**config.mk**
```make
export PLATFORM = sky130hd
export DESIGN_NAME = simd_ls_seq
export DESIGN_NICKNAME = d
export VERILOG_FILES = /design/src/rtl/simd_ls_seq.sv
export SDC_FILE = /design/constraint.sdc
export NUM_CORES = 1
export LEC_CHECK = 0
export ABC_AREA = 0
export BUFFER_PORTS_ARGS = -buffer_cell sky130_fd_sc_hd__buf_4
export CAP_MARGIN = 0
export CORE_MARGIN = 2
export CORE_UTILIZATION = 35
export CTS_BUF_LIST = sky130_fd_sc_hd__clkbuf_4
export CTS_CLUSTER_SIZE = 28
export DETAILED_ROUTE_END_ITERATION = 16
export PLACE_DENSITY_LB_ADDON = 0.3
export SLEW_MARGIN = 5
export SYNTH_ARGS = -nofsm -noshare
export SYNTH_HDL_FRONTEND = slang
export SYNTH_SLANG_ARGS = --single-unit
```
**constraint.sdc**
```tcl
create_clock -name clk -period 4.15 [get_ports clk]
set_input_delay 0.2075 -clock clk [delete_from_list [all_inputs] [get_ports clk]]
set_output_delay 0.2075 -clock clk [all_outputs]
set_load 0.03 [all_outputs]
```
**src/rtl/simd_ls_seq.sv**
```systemverilog
module simd_ls_seq #(
  parameter int ADDR_W = 32
) (
  input  logic              clk,
  input  logic              rst_n,
  input  logic              start,
  input  logic [3:0]        op,
  input  logic [ADDR_W-1:0] ea,
  input  logic [63:0]       st_data,
  input  logic              le,
  output logic              busy,
  output logic              done,
  output logic              err,
  output logic [63:0]       ld_data,
  output logic              mem_req,
  output logic              mem_we,
  output logic              mem_word,
  output logic [ADDR_W-1:0] mem_addr,
  output logic [31:0]       mem_wdata,
  input  logic [31:0]       mem_rdata,
  input  logic              mem_ack
);

  localparam logic [3:0] OP_LH4   = 4'd0;
  localparam logic [3:0] OP_LW2   = 4'd1;
  localparam logic [3:0] OP_LHE   = 4'd2;
  localparam logic [3:0] OP_LHOU  = 4'd3;
  localparam logic [3:0] OP_LHOS  = 4'd4;
  localparam logic [3:0] OP_LHSPL = 4'd5;
  localparam logic [3:0] OP_LWSPL = 4'd6;
  localparam logic [3:0] OP_LHPR  = 4'd7;
  localparam logic [3:0] OP_SH4   = 4'd8;
  localparam logic [3:0] OP_SW2   = 4'd9;
  localparam logic [3:0] OP_SHE   = 4'd10;
  localparam logic [3:0] OP_SHO   = 4'd11;
  localparam logic [3:0] OP_SWLO  = 4'd12;

  function automatic logic [15:0] bswap16(input logic [15:0] v);
    return {v[7:0], v[15:8]};
  endfunction

  function automatic logic [31:0] bswap32(input logic [31:0] v);
    return {v[7:0], v[15:8], v[23:16], v[31:24]};
  endfunction

  logic              busy_q, done_q, err_q, le_q;
  logic [1:0]        idx_q;
  logic [3:0]        op_q;
  logic [ADDR_W-1:0] ea_q;
  logic [63:0]       sd_q, acc_q, acc_nx;
  logic [2:0]        n_acc;
  logic              is_word, is_store, last_acc;
  logic [15:0]       st_h, rd_h;
  logic [31:0]       st_w, rd_w;

  always_comb begin
    n_acc   = 3'd1;
    is_word = 1'b0;
    case (op_q)
      OP_LH4, OP_SH4:                                   n_acc = 3'd4;
      OP_LW2, OP_SW2:                    begin n_acc = 3'd2; is_word = 1'b1; end
      OP_LHE, OP_LHOU, OP_LHOS, OP_LHPR,
      OP_SHE, OP_SHO:                                   n_acc = 3'd2;
      OP_LWSPL, OP_SWLO:                 begin n_acc = 3'd1; is_word = 1'b1; end
      default:                                          n_acc = 3'd1;
    endcase
  end

  assign is_store = op_q[3];
  assign last_acc = ({1'b0, idx_q} == n_acc - 3'd1);

  always_comb begin
    st_h = 16'h0;
    st_w = 32'h0;
    case (op_q)
      OP_SH4:  st_h = sd_q[63 - 16*int'(idx_q) -: 16];
      OP_SW2:  st_w = idx_q[0] ? sd_q[31:0]  : sd_q[63:32];
      OP_SHE:  st_h = idx_q[0] ? sd_q[31:16] : sd_q[63:48];
      OP_SHO:  st_h = idx_q[0] ? sd_q[15:0]  : sd_q[47:32];
      OP_SWLO: st_w = sd_q[31:0];
      default: ;
    endcase
  end

  assign rd_h = le_q ? bswap16(mem_rdata[15:0]) : mem_rdata[15:0];
  assign rd_w = le_q ? bswap32(mem_rdata)       : mem_rdata;

  always_comb begin
    acc_nx = acc_q;
    case (op_q)
      OP_LH4:   acc_nx[63 - 16*int'(idx_q) -: 16] = rd_h;
      OP_LW2:   if (idx_q[0]) acc_nx[31:0] = rd_w; else acc_nx[63:32] = rd_w;
      OP_LHE:   if (idx_q[0]) acc_nx[31:16] = rd_h; else acc_nx[63:48] = rd_h;
      OP_LHOU:  if (idx_q[0]) acc_nx[31:0] = {16'h0, rd_h};
                else          acc_nx[63:32] = {16'h0, rd_h};
      OP_LHOS:  if (idx_q[0]) acc_nx[31:0] = {{16{rd_h[15]}}, rd_h};
                else          acc_nx[63:32] = {{16{rd_h[15]}}, rd_h};
      OP_LHSPL: acc_nx = {rd_h, 16'h0, rd_h, 16'h0};
      OP_LWSPL: acc_nx = {rd_w, rd_w};
      OP_LHPR:  if (idx_q[0]) acc_nx[31:0] = {rd_h, rd_h};
                else          acc_nx[63:32] = {rd_h, rd_h};
      default: ;
    endcase
  end

  always_ff @(posedge clk or negedge rst_n) begin
    if (!rst_n) begin
      busy_q <= 1'b0;
      done_q <= 1'b0;
      err_q  <= 1'b0;
      le_q   <= 1'b0;
      idx_q  <= 2'd0;
      op_q   <= 4'd0;
      ea_q   <= '0;
      sd_q   <= 64'h0;
      acc_q  <= 64'h0;
    end else begin
      done_q <= 1'b0;
      err_q  <= 1'b0;
      if (!busy_q) begin
        if (start) begin
          if (op > OP_SWLO) begin
            done_q <= 1'b1;
            err_q  <= 1'b1;
          end else begin
            busy_q <= 1'b1;
            op_q   <= op;
            ea_q   <= ea;
            sd_q   <= st_data;
            le_q   <= le;
            idx_q  <= 2'd0;
            acc_q  <= 64'h0;
          end
        end
      end else if (mem_ack) begin
        if (!is_store) acc_q <= acc_nx;
        if (last_acc) begin
          busy_q <= 1'b0;
          done_q <= 1'b1;
        end else begin
          idx_q <= idx_q + 2'd1;
        end
      end
    end
  end

  assign busy      = busy_q;
  assign done      = done_q;
  assign err       = err_q;
  assign ld_data   = acc_q;
  assign mem_req   = busy_q;
  assign mem_we    = is_store;
  assign mem_word  = is_word;
  assign mem_addr  = ea_q + ADDR_W'(is_word ? {1'b0, idx_q, 2'b00} : {2'b00, idx_q, 1'b0});
  assign mem_wdata = is_word ? (le_q ? bswap32(st_w) : st_w)
                             : {16'h0, (le_q ? bswap16(st_h) : st_h)};

  AST_REQ_HOLD: assert property (@(posedge clk) disable iff (!rst_n)
    mem_req && !mem_ack |=> mem_req && $stable(mem_addr) && $stable(mem_wdata) && $stable(mem_we));
  AST_ADDR_ASCEND: assert property (@(posedge clk) disable iff (!rst_n)
    mem_req && $past(mem_req) && $past(mem_ack) |-> mem_addr > $past(mem_addr));
  AST_DONE_PULSE: assert property (@(posedge clk) disable iff (!rst_n)
    done |=> !done);
  AST_DONE_AFTER_ACK: assert property (@(posedge clk) disable iff (!rst_n)
    done && !err |-> $past(mem_ack) && !mem_req);
  AST_ERR_NO_ACCESS: assert property (@(posedge clk) disable iff (!rst_n)
    err |-> done && !mem_req && !$past(mem_req));
  AST_HALF_UPPER_ZERO: assert property (@(posedge clk) disable iff (!rst_n)
    mem_req && mem_we && !mem_word |-> mem_wdata[31:16] == 16'h0);

endmodule

```
Word-level counts from Yosys, hierarchy flattened. Cells that the tools add are included.

Register bits: 170. Latch bits: 0. Memory bits (writable): 0. Bits in read-only memories: 0. Input port bits: 137. Output and inout bits: 134. Logic and storage cells: 112. Memories kept: 0.

$add $sub $neg: 5. $mul: 0. Divide/modulo/power cells: 0. Order comparisons: 1. Equal/unequal tests: 29. Shifts and indexed selects: 3. Mux-type cells: 49. Bitwise gates (word level): 2. Reductions and logical operators: 11.

Operators with widths (number): two-way mux 32 bit (12); two-way mux 64 bit (5); one-hot mux 16 bit (8 select lines) (2); one-hot mux 16 bit (7 select lines) (2); two-way mux 16 bit (6); variable shift 16 x 33 -> 79 bit (first input constant) (1); variable part select 16 x 33 -> 79 bit (1); variable part select 79 x 7 -> 16 bit (1); bitwise mux 64 bit (1); one-hot mux 32 bit (2 select lines) (1); one-hot mux 16 bit (3 select lines) (1); negation 7 -> 33 bit (1); adder 32 x 4 -> 32 bit (1); inequality test 3 bit (second input constant) (10); == test 4 bit (second input constant) (5); AND reduction 10 bit (2); AND reduction 9 bit (2); == test 4 x 3 -> 1 bit (second input constant) (4); two-way mux 1 bit (12); two-way mux 2 bit (5); inequality test 9 x 1 -> 1 bit (second input constant) (1); == test 4 x 2 -> 1 bit (second input constant) (2); inequality test 2 bit (second input constant) (4); inequality test 8 x 1 -> 1 bit (second input constant) (1); 16 further kinds (17).

Longest topological paths before layout. Gate-level depths: netlist (run 1).

Depth in word-level cells: 8. Gate-level depth with buffers: 16. Depth with buffers taken out: 13.

Worst setup path after synthesis (run 1). No wires, ideal clock.

Path type: register to output. Start: register op_q[3]. End: output mem_addr[22]. Arrival time: 3.732 ns. Data required time: 3.943 ns. Path slack: 0.210 ns. Cell stages (with the launch flop): 14. Buffers on the path: 2. Cell sequence: dfrtp_1 > buf_2 > nand2_1 > nor3_1 > buf_2 > inv_1 > nand3_1 > mux2i_1 > ha_1 > a21oi_1 > o21ai_0 > nor3b_1 > nand4_1 > xnor2_1.

Longest elaborated chain between the ends: 5. Elaborated cells between the ends (all ways): 8. Classes of those cells: add/sub (1); eq/ne (4); mux (2); reduce/logical (1).

RTL lines: start, declared (line 48) `logic [3:0] op_q;`; start signal, assigned (line 127) `op_q <= op;`; == test 4 x 3 -> 1 bit, or another cell as far along (line 59) `case (op_q)`; OR reduction 4 bit (no line) (*); two-way mux 1 bit (*) (line 59); net mem_word (line 17) `output logic mem_word,`; two-way mux 4 bit (*) (line 154) `assign mem_addr = ea_q + ADDR_W'(is_word ? {1'b0, idx_q, 2'b00} : {2'b00, idx_q, 1'b0});`; adder 32 x 4 -> 32 bit (*) (line 154); end, declared (line 18) `output logic [ADDR_W-1:0] mem_addr,`.

Mark *: on every way through the listed nets, which the timed path passes. The rest lies on a longest branch.

Final worst setup path (run 1).
Start: register op_q[1]. End: output mem_addr[31].

Longest elaborated chain between the ends: 5. Elaborated cells between the ends (all ways): 8. Classes of those cells: add/sub (1); eq/ne (4); mux (2); reduce/logical (1).

RTL lines (line): == test 4 x 3 -> 1 bit, or another cell as far along (59); OR reduction 4 bit (no line) (*); two-way mux 1 bit (*) (59); two-way mux 4 bit (*) (154); adder 32 x 4 -> 32 bit (*) (154).

Mark *: on every way between the ends. The rest lies on a longest branch, timed or not.

==> impl_metrics.ini, run 1 <==
[run_status]
status = finished, final reports clean

[worst_setup_path]
timing.critical_path.fanout_max = 18
critPathLaunch = op_q[1]
worst-endpoint-arrival_ns = 3.68
end_kind = output pin
critical_path_required_ns = 3.94
worst-r2r-cell-count = 5
crit-reg2reg-capture = ld_data[15]
worstSetupEndpoint = mem_addr[31]
setup.reg_to_reg.worst_slack_ns = 1.34
rr_startpoint = busy
timing.setup.critical_path_class = flip-flop to output pin
type_of_origin_of_the_critical_path = flip-flop

[global_routing]
global_route_wire_length_before_repair_mm = 57.7
congestion_overflow_gr = 0
maximum_number_of_pins_on_one_net_before_global_route_repair = 103
grt_antenna_before_repair = 2
global_route.usage.total = 0.220
grt_pass1_vias = 10474

[power_and_ir_drop]
power_density_nw_per_um2 = 797
p_comb_frac = 0.631
fin_total_pwr_mw = 11.6
switchingPower_mw = 5.96
power.ir.vdd_worst_v = 0.000495
switching_share = 0.516
seqPwrFrac = 0.280
leakagePower_nw = 6.76
internal-power_mw = 5.60
power_frac_clock = 0.089

[clock_tree]
clk_latency_ns = 0.60
cts.reportedPaths.clkPinSlew_ns = 0.16
cts_htree_levels = 4
clk_root_buf = clkbuf_4
max-clock-path-buffers = 2
cts_made_buffers = 17
tritoncts_sink_count = 170
tritoncts = done

[detailed_routing]
detail_route.drc_violations = 0
drt_wl_total_mm = 36.3
initialDrtViolationCount = 853
dr.pass1.iters = 5
antenna_violating_nets_post_route = 0
total_vias_in_the_final_route = 10818
route.detailed.vias_per_inst = 5.37
routed_wire_length_per_instance_microns = 18.0

[placement]
placed_area_sq_um = 13100
portBuffers = 270
hpwl_mm = 25.4
place_ws_ns = 0.558
weighted_congestion_reported_at_the_end_of_routability_driven_placement = 0.906
numPlacedInstances = 1871

[logic_synthesis]
seq_area_frac_synth = 0.392
post_synth_most_frequent_cells = nand2_1, dfrtp_1, a21oi_1
synth.most_common_cell = nand2_1
synth_flop_cell = dfrtp_1
synthCells = 1279
syn-num-nets = 1424
yosysTopAreaCell = dfrtp_1
yosys.area.top_type_share = 0.392
yosysWarnings = 0
synth.distinct_cells = 62
ys_seq_elements = 170
yosys-top-cells-area = dfrtp_1, nand2_1, mux2i_1
postSynth.asyncResetShare = 1.00
syn-cell-area_sq_um = 10900
avgSynthCellArea_sq_um = 8.49
synth-edff-count = 0

[timing]
finalCriticalPeriod_ns = 3.89
finalHoldWorstSlack_ns = 0.0703
max-slew-margin-rel = 0.258
worst_slack_ns = 0.258
rsz0062_at_grt = false
period_utilisation_layout = 0.938
timing.final.max_slew_violations = 0
final-setup-viol-count = 0
clock.fmax_mhz = 257
timing.clock.skew_ns = 0.0200
final.setup.tns_ns = 0
max_slew.worst_pin.slew_ns = 1.11
finalHoldViolations = 0

[floorplan]
floorplan.die.width_microns = 180
floorplan.die_area_sq_um = 32400
start_util = 0.355
chipHeight_microns = 180
core_sq_um = 30600
ios = 271
placement_rows = 64

[job]
drv.max_cap_violation_count = 0

[layout]
final_design_area_no_fill_sq_um = 14500
final_cells = 2015
utilization = 0.474
layout.nets = 1749
areaGrowthSynthToFinish_pct = 33.6
layout-drive-gt1-share = 0.249

[worst_hold_path]
timing.hold.worst.class = input port to flip-flop
==> repair_timing <==
item | in CTS | in global routing
endpoints found under the setup margin | 7 | 12
pin swaps | 0 | 1
hold endpoints to repair | 195 | 0
gates resized for setup | 3 | 4
buffers inserted | 0 | 6
hold buffers | 104 | 0
==> power by group through the flow <==
stage,Sequential [mW],Clock (mW),Combinational (mW)
final,3.24,1.02,7.30
after global routing,3.36,1.14,7.95
after CTS,3.22,1.07,7.25
after detailed placement,3.26,0,7.13
after floorplan,3.34,0,4.87
after global placement,3.23,0,7.02
==> layer usage <==
metal	vias up	GRT usage	routed length, microns
li1	5125	-	-
met1	5221	0.298	15900
met2	429	0.360	17400
met3	43	0.0437	2470
met4	0	0.0594	515
met5	-	0	0
==> logic make-up (layout without fill, tap and decap cells) <==
logic type	count (synthesis)	count (layout)	synth area share
AOI/OAI and AO/OA	283	283	0.172
xor gates and xnor gates	31	31	0.0257
adders and majority gates	8	8	0.00991
buffers and inverters	120	458	0.0516
DFF	170	170	0.392
muxes	117	117	0.128
other	0	2	0
and+or+nand+nor	550	550	0.220
==> worst min-delay path by stage <==
stage / startpoint / endpoint / slack (ns) / cells past startpoint
final: start / err / 0.07 / 3
after global routing: start / err / 0.04 / 3
after CTS: start / err / 0.04 / 3
after detailed placement: rst_n / ld_data[62] / 0.35 / 1
after global placement: rst_n / ld_data[62] / 0.35 / 1
after floorplan: rst_n / busy / -0.09 / 0
==> critical path: stages (launching register included) <==
cell       delay (ns)
dfrtp_1          0.49
buf_4            0.27
nor3_2           0.08
inv_1            0.08
nand3_1          0.18
nor2_1           0.16
ha_1             0.18
inv_1            0.05
fa_1             0.39
nor2b_1          0.19
o2111ai_2        0.27
nor2b_4          0.26
nand4_1          0.13
xnor2_1          0.17
buf_4            0.19
==> placed cells by master, fill, tap and decap left out, drive strengths merged, types with 22 or more instances in the layout <==
master       instances
a21oi               84
and3                22
buf                297
dfrtp              170
dlygate4sd3        104
inv                 35
mux2i               83
nand2              366
nand3               44
nor2                47
nor2b               28
o21ai              100
o221ai              32
xnor2               23
==> sequential cells by signal, indices dropped and copies added (netlist names) <==
name,count
ea_q,32
err,1
idx_q,2
ld_data,64
le_q,1
done,1
op_q,4
busy,1
sd_q,64
==> cell type report <==
class	count	area, sq um
inverters	25	93.8
multi-input cells	989	6090
clock inverters	14	149
clock buffers	18	135
diodes	2	5.00
repair buffers	401	3270
fillers	2973	16100
well taps	396	495
flip-flops and latches	170	4260
Power figures use the tool's default switching activity.
==> run 2, diff against run 1 <==
--- a/config.mk
+++ b/config.mk
@@ -10,2 +10,3 @@
 export CAP_MARGIN = 0
+export CORE_ASPECT_RATIO = 1.4
 export CORE_MARGIN = 2
--- a/constraint.sdc
+++ b/constraint.sdc
@@ -3,2 +3,2 @@
 set_output_delay 0.2075 -clock clk [all_outputs]
-set_load 0.03 [all_outputs]
+set_load 0.05 [all_outputs]
==> impl_metrics.ini, run 2 (synthesis results as in run 1) <==
[clock_tree]
clk_latency_ns = 0.60
tritoncts_sink_count = 170
max-clock-path-buffers = 2
cts_htree_levels = 4
cts.reportedPaths.clkPinSlew_ns = 0.15
clk_root_buf = clkbuf_4
cts_made_buffers = 17
tritoncts = done

[global_routing]
maximum_number_of_pins_on_one_net_before_global_route_repair = 112
grt_antenna_before_repair = 2
global_route_wire_length_before_repair_mm = 56.5
congestion_overflow_gr = 0
grt_pass1_vias = 10431
global_route.usage.total = 0.221

[placement]
hpwl_mm = 26.5
placed_area_sq_um = 13200
numPlacedInstances = 1865
weighted_congestion_reported_at_the_end_of_routability_driven_placement = 0.870
place_ws_ns = 0.496
portBuffers = 270

[worst_setup_path]
timing.critical_path.fanout_max = 13
timing.critical_path.max_delay_family = simple AND/OR/NAND/NOR gates
type_of_origin_of_the_critical_path = flip-flop
worst-path-buf-inv = 3
critical_path_required_ns = 3.94
setup.reg_to_reg.worst_slack_ns = 1.18
timing.critical_path.slowest_cell_delay_ns = 0.47
worst-endpoint-arrival_ns = 3.70
crit-reg2reg-capture = busy
slowest_stage_cell_cp = dfrtp_2
timing.setup.critical_path_class = flip-flop to output pin
worst-r2r-cell-count = 6
rr_startpoint = idx_q[0]
end_kind = output pin
path_common_cell = buf_4
crit_path_cell_trace = buf_4 -> nor3b_2 -> o21bai_4 -> nand3_2 -> nor2_1 -> ha_1 -> inv_1 -> fa_1 -> nor2b_2 -> o2111ai_4 -> nor2_4 -> nand4_1 -> xnor2_2 -> buf_4

[layout]
utilization = 0.476
fillerInstances = 3035
final_cells = 2008
layout-drive-gt1-share = 0.254
areaGrowthSynthToFinish_pct = 34.3
layout.nets = 1748
layout.cells.most_common = nand2_1
final_design_area_no_fill_sq_um = 14600
most-common-layout-cells = nand2_1, buf_4, dfrtp_1

[detailed_routing]
routed_wire_length_per_instance_microns = 18.4
detail_route.drc_violations = 0
initialDrtViolationCount = 663
total_vias_in_the_final_route = 10680
antenna_violating_nets_post_route = 0
dr.pass1.iters = 5
drt_wl_total_mm = 36.9
route.detailed.vias_per_inst = 5.32

[timing]
max-slew-margin-rel = 0.286
clock.fmax_mhz = 256
max_slew.worst_pin.slew_ns = 1.07
timing.clock.skew_ns = 0.0213
timing.final.max_slew_violations = 0
finalCriticalPeriod_ns = 3.90
period_utilisation_layout = 0.940
final-setup-viol-count = 0
final.setup.tns_ns = 0
worst_slack_ns = 0.247
finalHoldViolations = 0

[floorplan]
placement_rows = 76
floorplan.die_area_sq_um = 32500
start_util = 0.355
chipHeight_microns = 212
ios = 271
floorplan.die.width_microns = 153
core_sq_um = 30600

[worst_hold_path]
hold_path.startpoint = start
worst_hold_path.num_cells = 3
timing.hold.worst.class = input port to flip-flop
hold_path_end = err

[run_status]
status = finished, final reports clean

[job]
drv.max_cap_violation_count = 0

[power_and_ir_drop]
leakagePower_nw = 6.80
power_density_nw_per_um2 = 862
power.ir.vdd_worst_v = 0.000565
-- run 2: changes by cell type in the layout (fill, tap and decap cells not counted), sizes merged --
cell	previous run	this run
inv	35	29
clkinvlp	1	5
buf	297	296
bufinv	1	2
clkinv	2	3
-- run 2: worst max path at each step --
stage                  from      endpoint  slack [ns]  depth (start not counted)
floorplan           op_q[3]  mem_addr[21]        0.02                         13
global placement    op_q[2]  mem_addr[18]        0.53                         12
detailed placement  op_q[2]  mem_addr[18]        0.50                         12
CTS                 op_q[0]  mem_addr[19]       -0.03                         14
global route        op_q[0]  mem_addr[18]       -0.03                         13
finish              op_q[0]  mem_addr[19]        0.25                         14
-- run 2: power by group --
part	leakage (nW)	switching (mW)	internal, mW	total [mW]
sequential	2.14	0.871	2.38	3.25
clock	0.137	0.634	0.365	1.00
combinational	4.52	5.38	2.93	8.31
-- run 2: final cells by class --
class	instances	area, sq um	share of cell area
multi-input cells	989	6180	0.424
flip-flops and latches	170	4270	0.293
repair buffers	400	3270	0.224
well taps	390	488	0.0335
clock inverters	14	145	0.00996
clock buffers	18	135	0.00927
inverters	25	93.8	0.00644
diodes	2	5.00	0.000343
-- run 2: layer usage --
layer  global-route usage  up-vias  share of wire
li1                     -     5135              -
met1                0.250     5126           0.38
met2                0.413      344           0.54
met3               0.0359       75          0.042
met4               0.0920        0          0.035
met5                    0        -              0
-- run 2: timing repair --
| action | CTS | global route |
|---|---|---|
| hold buffers | 104 | 0 |
| buffers inserted | 0 | 5 |
| setup endpoints to repair | 11 | 12 |
| hold endpoints to repair | 215 | 0 |
| resized for setup | 4 | 10 |
-- run 2: worst register-to-register path, cell delays in order, from the launching register on --
cell	delay [ns]
dfrtp_4	0.56
buf_4	0.67
nor4_1	0.11
or4_1	0.57
or2_1	0.30
a31oi_1	0.17
dlygate4sd3_1	0.56
-- run 2: per-stage QoR --
step	hold slack (ns)	total power, mW
6_report	0.128	12.6
2_1_floorplan	-0.0881	9.15
5_1_grt	0.0707	13.4
3_5_place_dp	0.401	11.5
3_3_place_gp	0.397	11.3
4_1_cts	0.0981	12.6
